File: src/rtl/frac_div_pkg.sv
package frac_div_pkg;

    typedef enum logic {
        MODE_DIVIDE = 1'b0,
        MODE_FOLLOW = 1'b1
    } out_mode_e;

    // Period base length for the used integer bits; zero selects 2^used_w.
    function automatic int unsigned eff_base(input int unsigned low, input int used_w);
        return (low == 0) ? (32'd1 << used_w) : low;
    endfunction

    // High phase of a divided period: floor(len/2), at least one cycle.
    function automatic int unsigned high_span(input int unsigned len);
        return ((len >> 1) == 0) ? 32'd1 : (len >> 1);
    endfunction

endpackage

File: src/rtl/fd_hold.sv
module fd_hold #(
    parameter int USED_W = 16,
    parameter int FRAC_W = 8
) (
    input  logic              clk_i,
    input  logic              rst_i,
    input  logic              we_i,
    input  logic [USED_W-1:0] low_i,
    input  logic [FRAC_W-1:0] frac_i,
    output logic [USED_W-1:0] nxt_low_o,
    output logic [FRAC_W-1:0] nxt_frac_o
);
    logic [USED_W-1:0] low_q;
    logic [FRAC_W-1:0] frac_q;

    always_ff @(posedge clk_i) begin
        if (rst_i) begin
            low_q  <= USED_W'(1);
            frac_q <= '0;
        end else if (we_i) begin
            low_q  <= low_i;
            frac_q <= frac_i;
        end
    end

    // A write in the same cycle is forwarded so a boundary can use it at once.
    always_comb begin
        nxt_low_o  = we_i ? low_i  : low_q;
        nxt_frac_o = we_i ? frac_i : frac_q;
    end

    assert_hold_keep_R7: assert property (@(posedge clk_i) disable iff (rst_i)
        !we_i |=> ($stable(low_q) && $stable(frac_q)));

endmodule

File: src/rtl/fd_accum.sv
module fd_accum #(
    parameter int FRAC_W = 8
) (
    input  logic              clk_i,
    input  logic              rst_i,
    input  logic              step_i,
    input  logic [FRAC_W-1:0] frac_i,
    output logic              carry_o
);
    logic [FRAC_W-1:0] acc_q;
    logic [FRAC_W:0]   sum;

    always_comb begin
        sum     = {1'b0, acc_q} + {1'b0, frac_i};
        carry_o = sum[FRAC_W];
    end

    always_ff @(posedge clk_i) begin
        if (rst_i)       acc_q <= '0;
        else if (step_i) acc_q <= sum[FRAC_W-1:0];
    end

    assert_acc_idle_R3: assert property (@(posedge clk_i) disable iff (rst_i)
        !step_i |=> $stable(acc_q));

endmodule

File: src/rtl/fd_period.sv
module fd_period
    import frac_div_pkg::*;
#(
    parameter int USED_W = 16,
    parameter int FRAC_W = 8
) (
    input  logic              clk_i,
    input  logic              rst_i,
    input  logic [USED_W-1:0] nxt_low_i,
    input  logic [FRAC_W-1:0] nxt_frac_i,
    input  logic              carry_i,
    output logic              bound_o,
    output logic              en_o,
    output logic              lvl_o,
    output out_mode_e         mode_o
);
    localparam int LEN_W = USED_W + 1;

    logic [LEN_W-1:0] cnt_q, len_q, hi_q, base_q;
    logic [LEN_W-1:0] cnt_d, len_d, hi_d, base_d;
    logic [LEN_W-1:0] base_n, len_n, hi_n;
    out_mode_e        mode_q, mode_d, mode_n;
    logic             en_q, lvl_q;

    always_comb begin
        base_n  = LEN_W'(eff_base(32'(nxt_low_i), USED_W));
        len_n   = base_n + LEN_W'(carry_i);
        hi_n    = LEN_W'(high_span(32'(len_n)));
        mode_n  = (nxt_low_i == USED_W'(1) && nxt_frac_i == '0) ? MODE_FOLLOW : MODE_DIVIDE;
        bound_o = (cnt_q == len_q - LEN_W'(1));
        if (bound_o) begin
            cnt_d  = '0;
            len_d  = len_n;
            hi_d   = hi_n;
            base_d = base_n;
            mode_d = mode_n;
        end else begin
            cnt_d  = cnt_q + LEN_W'(1);
            len_d  = len_q;
            hi_d   = hi_q;
            base_d = base_q;
            mode_d = mode_q;
        end
    end

    always_ff @(posedge clk_i) begin
        if (rst_i) begin
            cnt_q  <= '0;
            len_q  <= LEN_W'(1);
            hi_q   <= LEN_W'(1);
            base_q <= LEN_W'(1);
            mode_q <= MODE_FOLLOW;
            en_q   <= 1'b1;
            lvl_q  <= 1'b1;
        end else begin
            cnt_q  <= cnt_d;
            len_q  <= len_d;
            hi_q   <= hi_d;
            base_q <= base_d;
            mode_q <= mode_d;
            en_q   <= (cnt_d == '0);
            lvl_q  <= (cnt_d < hi_d);
        end
    end

    assign en_o   = en_q;
    assign lvl_o  = lvl_q;
    assign mode_o = mode_q;

    assert_cnt_range_R2: assert property (@(posedge clk_i) disable iff (rst_i)
        cnt_q < len_q);
    assert_bound_starts_R2: assert property (@(posedge clk_i) disable iff (rst_i)
        bound_o |=> en_q);
    assert_len_bounds_R4: assert property (@(posedge clk_i) disable iff (rst_i)
        (len_q == base_q) || (len_q == base_q + LEN_W'(1)));
    assert_no_short_R7: assert property (@(posedge clk_i) disable iff (rst_i)
        !bound_o |=> $stable(len_q));
    assert_start_high_R9: assert property (@(posedge clk_i) disable iff (rst_i)
        en_q |-> lvl_q);
    assert_end_low_R9: assert property (@(posedge clk_i) disable iff (rst_i)
        (bound_o && len_q > LEN_W'(1)) |-> !lvl_q);
    assert_follow_unit_R11: assert property (@(posedge clk_i) disable iff (rst_i)
        (mode_q == MODE_FOLLOW) |-> (len_q == LEN_W'(1)));

endmodule

File: src/rtl/frac_clk_div.sv
module frac_clk_div
    import frac_div_pkg::*;
#(
    parameter int INT_W  = 24,
    parameter int USED_W = 16,
    parameter int FRAC_W = 8
) (
    input  logic              clk_i,
    input  logic              rst_i,
    input  logic              div_we_i,
    input  logic [INT_W-1:0]  div_int_i,
    input  logic [FRAC_W-1:0] div_frac_i,
    output logic              clk_en_o,
    output logic              clk_o
);
    logic [USED_W-1:0] nxt_low;
    logic [FRAC_W-1:0] nxt_frac;
    logic              bound, carry, lvl;
    out_mode_e         mode;

    generate
        if (INT_W > USED_W) begin : g_drop_high
            logic unused_high;
            assign unused_high = ^div_int_i[INT_W-1:USED_W];
        end
    endgenerate

    fd_hold #(.USED_W(USED_W), .FRAC_W(FRAC_W)) u_hold (
        .clk_i      (clk_i),
        .rst_i      (rst_i),
        .we_i       (div_we_i),
        .low_i      (div_int_i[USED_W-1:0]),
        .frac_i     (div_frac_i),
        .nxt_low_o  (nxt_low),
        .nxt_frac_o (nxt_frac)
    );

    fd_accum #(.FRAC_W(FRAC_W)) u_accum (
        .clk_i   (clk_i),
        .rst_i   (rst_i),
        .step_i  (bound),
        .frac_i  (nxt_frac),
        .carry_o (carry)
    );

    fd_period #(.USED_W(USED_W), .FRAC_W(FRAC_W)) u_period (
        .clk_i      (clk_i),
        .rst_i      (rst_i),
        .nxt_low_i  (nxt_low),
        .nxt_frac_i (nxt_frac),
        .carry_i    (carry),
        .bound_o    (bound),
        .en_o       (clk_en_o),
        .lvl_o      (lvl),
        .mode_o     (mode)
    );

    assign clk_o = (mode == MODE_FOLLOW) ? clk_i : lvl;

endmodule

File: config.mk
export PLATFORM = sky130hd
export DESIGN_NAME = frac_clk_div
export DESIGN_NICKNAME = d
export VERILOG_FILES = /design/src/rtl/frac_div_pkg.sv /design/src/rtl/fd_hold.sv /design/src/rtl/fd_accum.sv /design/src/rtl/fd_period.sv /design/src/rtl/frac_clk_div.sv
export SDC_FILE = /design/constraint.sdc
export NUM_CORES = 1
export LEC_CHECK = 0
export CORE_UTILIZATION = 59
export CTS_CLUSTER_DIAMETER = 120
export DETAILED_ROUTE_END_ITERATION = 7
export PLACE_DENSITY = 0.88
export SYNTH_ARGS = -nofsm -noshare
export SYNTH_HDL_FRONTEND = slang
export SYNTH_SLANG_ARGS = --single-unit
File: constraint.sdc
create_clock -name clk_i -period 8.65 [get_ports clk_i]
set_input_delay 2.1625 -clock clk_i [delete_from_list [all_inputs] [get_ports clk_i]]
set_output_delay 2.1625 -clock clk_i [all_outputs]
set_load 0.02 [all_outputs]
; ---- Word-level counts from Yosys, hierarchy flattened
; Index checks and enable logic that the tools add are counted.
[op_classes]
n_addsub = 4
mul = 0
div_mod_pow = 0
n_lt_le_gt_ge = 1
n_eq_ne = 2
shifts = 0
muxes = 8
bitwise = 0
n_reduce_logical = 5
[op_table]
columns = op, n
row1 = $mux 17, 3
row2 = $logic_not 32->1, 1
row3 = $mux 16, 2
row4 = $add 17x1->17, 1
row5 = $add 17x1->17 const B, 1
row6 = $eq 17x17->1, 1
row7 = $logic_not 17->1, 1
row8 = $lt 17x17->1, 1
row9 = $sub 17x1->17 const B, 1
row10 = $eq 16x1->1 const B, 1
row11 = $logic_not 16->1, 1
row12 = $add 8x8->9, 1
row13 = $logic_not 8->1, 1
row14 = $mux 8, 1
row15 = $mux 1, 2
row16 = $logic_and 1x1->1, 1
[totals]
reg_bits = 86
latch_bits = 0
ramBits = 0
rom_bits = 0
input_bits = 35
out_inout_bits = 2
memories = 0

; ---- Logic depth before layout (Yosys ltp)
[logic_depth]
depth_word = 8
ltp_mapped = 31
mapped_depth_nobuf = 27

; ---- Modules after synthesis
; From an unflattened synthesis, not the netlist that was laid out.
[unflattened]
hier_cells = 620
area_unflattened_um2 = 5542.8
[by_module_without_submodules]
columns = module, n_inst, cells_per_inst, area_each_um2, seq_area_each_um2
row1 = fd_period, 1, 476, 3896.2, 1081.0
row2 = fd_hold, 1, 77, 1017.2, 480.5
row3 = fd_accum, 1, 66, 614.3, 160.2
row4 = frac_clk_div, 1, 1, 15.0, 0.0

==> results.sh <==
export IMPL_synthFlopType="dfxtp_1"
export IMPL_tightest_slew_ns=1.051
export IMPL_slew_viol_final=0
export IMPL_reg2reg_from="u_hold.frac_q[0]"
export IMPL_async_flop_share_pct=0
export IMPL_vias=4301
export IMPL_fin_ws_ns=1.155
export IMPL_slew_headroom_pct=29.52
export IMPL_place_gp_congestion=0.8690
export IMPL_drc=0
export IMPL_syn_area_per_cell_um2=8.642
export IMPL_arrival_ns=5.33
export IMPL_maxCapViolCount=0
export IMPL_fin_util_pct=67.81
export IMPL_postCtsHoldBufs=0
export IMPL_synth_common_cells="nor2_1 (108), dfxtp_1 (86), mux2i_1 (57)"
export IMPL_insertion_delay_ns=0.47
export IMPL_hold_class="flop to flop"
export IMPL_fin_nets=676
export IMPL_crit_slowest_cell="clkdlybuf4s50_1"
export IMPL_grt_pass1_vias=4114
export IMPL_grt_usage_pct=27.64
export IMPL_tns_ns=0
export IMPL_setup_violations=0
export IMPL_numPlacedInstances=703
export IMPL_synth_top_area_cell="dfxtp_1"
export IMPL_postCtsSetupBuffers=0
export IMPL_hold_viol=0
export IMPL_grt_setup_unrepaired="false"
export IMPL_p_leak_nw=2.370
export IMPL_dp_hpwl_mm=8.621
export IMPL_ant_nets=0
export IMPL_holdPathEnd="u_period.hi_q[16]"
export IMPL_stdcell_count=722
export IMPL_critPathCaptureType="output port"
export IMPL_ys_types=59
export IMPL_p_per_area_nw_per_um2=359.3
export IMPL_grt_first_pass_wirelength_mm=19.29
export IMPL_yosysMostFrequentCell="nor2_1"
export IMPL_synthCells=600
export IMPL_ir_drop_mv=0.2122
export IMPL_syn2layout_area_growth_pct=9.073
export IMPL_diodes=0
export IMPL_dp_slack_ns=0.9936
export IMPL_crit_type="clock port to output port"
export IMPL_detail_route_iter0_violations=250
export IMPL_io_pins=37
export IMPL_vias_per_cell=5.957
export IMPL_numPortBuffers=28
export IMPL_worstHoldPathCells=2
export IMPL_grt_max_degree=70
export IMPL_seq_area_frac_synth_pct=33.20
export IMPL_post_drt_wl_per_cell_um=16.31
export IMPL_synthTopCellsByArea="dfxtp_1 (33%), mux2i_1 (11%), nor2_1 (7.8%)"
export IMPL_worstSetupStartpointType="clock port"
export IMPL_antenna_found_initial=0
export IMPL_die_height_um=95.75
export IMPL_coreArea_um2=8341
export IMPL_r2r_slack_ns=3.15
export IMPL_path_common_cell="clkbuf_8"
export IMPL_routed_wl_mm=11.77
export IMPL_critPathMaxStageDelay_ns=0.54
export IMPL_ys_warn_count=0
export IMPL_dr_pass1_iters=5
export IMPL_syn_nets=664
export IMPL_synth_edff_count=0
export IMPL_r2r_cells=26
export IMPL_die_w_um=95.75
export IMPL_r2r_end="u_period.lvl_o"
export IMPL_drive_above_1_share_pct=5.997
export IMPL_overflow=0
export IMPL_dieArea_um2=9167
export IMPL_status="completed"
export IMPL_hp_start="u_period.hi_q[16]"
export IMPL_cts_tree="built"
export IMPL_core_rowCount=33
export IMPL_path_clk_slew_ns=0.09
export IMPL_start_util_pct=62.17
export IMPL_crit_path_cell_trace="clkbuf_8, clkbuf_8, mux2_2, clkdlybuf4s50_1"
export IMPL_clock_skew_ns=0.01020
export IMPL_synth_top_area_share_pct=33.20
export IMPL_synth_seq_cells=86
export IMPL_synth_area_um2=5185
export IMPL_critPathRequiredTime_ns=6.49
export IMPL_cts_repair_resize_count=0
export IMPL_critPathMaxFanout=2
==> state kept, by name, indices dropped and copies added, names as in the netlist <==
register and flops:
u_period.en_o 1, u_period.mode_o 1, u_period.lvl_o 1, u_period.len_q 17
u_accum.acc_q 8, u_period.cnt_q 17, u_period.hi_q 17, u_hold.frac_q 8
u_hold.low_q 16
==> area by class of cell <==
| class | instances | area, um2 |
|---|---|---|
| clock buffers | 13 | 175.2 |
| flip-flops and latches | 86 | 1722 |
| inverters | 18 | 67.56 |
| multi-input cells | 463 | 3218 |
| fillers | 677 | 2685 |
| well taps | 105 | 131.4 |
| repair buffers | 30 | 282.8 |
| clock inverters | 7 | 58.81 |
==> kinds of logic after synthesis <==
group / count (synthesis) / synth area share (%)
and+or+nand+nor: 243 / 23.48
DFF: 86 / 33.20
AOI/OAI and AO/OA: 72 / 9.508
muxes: 64 / 12.52
xor gates and xnor gates: 55 / 9.291
buffers and inverters: 51 / 4.850
adders and majority gates: 29 / 7.143
==> layer usage <==
layer | part of all wire [%] | track usage [%] | vias to the layer above
met5 | 0 | 0 | -
met4 | 1.8 | 10.95 | 0
met1 | 44 | 34.78 | 2015
met2 | 49 | 46.31 | 125
li1 | - | - | 2140
met3 | 5.1 | 5.608 | 21
==> per-stage QoR <==
step | hold WS [ns] | power [W] | area [um2]
after floorplan | 0.4088 | 0.001580 | 5185
after global placement | 0.4195 | 0.001672 | 5431
after detailed placement | 0.4209 | 0.001714 | 5431
after CTS | 0.4344 | 0.002027 | 5655
after global routing | 0.4676 | 0.002179 | 5655
final | 0.4339 | 0.002032 | 5655
==> power breakdown <==
| part | switching (W) | internal, W |
|---|---|---|
| Clock | 0.000174 | 0.000149 |
| Sequential | 0.0000832 | 0.000490 |
| Combinational | 0.000645 | 0.000490 |
| Total | 0.000902 | 0.00113 |
==> worst max path at each step <==
stage / from / to / slack (ns)
floorplan: div_we_i / u_period.lvl_o / 0.71
global placement: div_frac_i[0] / u_period.lvl_o / 1.15
detailed placement: div_frac_i[0] / u_period.lvl_o / 0.99
CTS: clk_i / clk_o / 1.14
global route: div_frac_i[0] / u_period.lvl_o / 1.07
finish: clk_i / clk_o / 1.15
==> worst max-delay path: cells and delay by family <==
| family | cells | cell delay [ns] |
|---|---|---|
| muxes | 1 | 0.25 |
| buffers and inverters | 3 | 0.76 |
==> cells in the final DEF, fill, tap and decap left out, types with 6 or more instances in the layout <==
cell,n
a21oi_1,14
inv_1,18
mux2i_1,57
o21ai_0,8
xor2_1,24
a211oi_1,6
nor2_1,108
ha_1,28
nor3_1,12
nand2_1,24
clkdlybuf4s50_1,26
nor4_1,12
nand4_1,14
clkbuf_8,12
dfxtp_1,86
xnor2_1,31
nand3_1,19
nor2b_1,9
mux2_2,7
a21o_1,13
nand2b_1,8
Power figures use the tool's default switching activity.
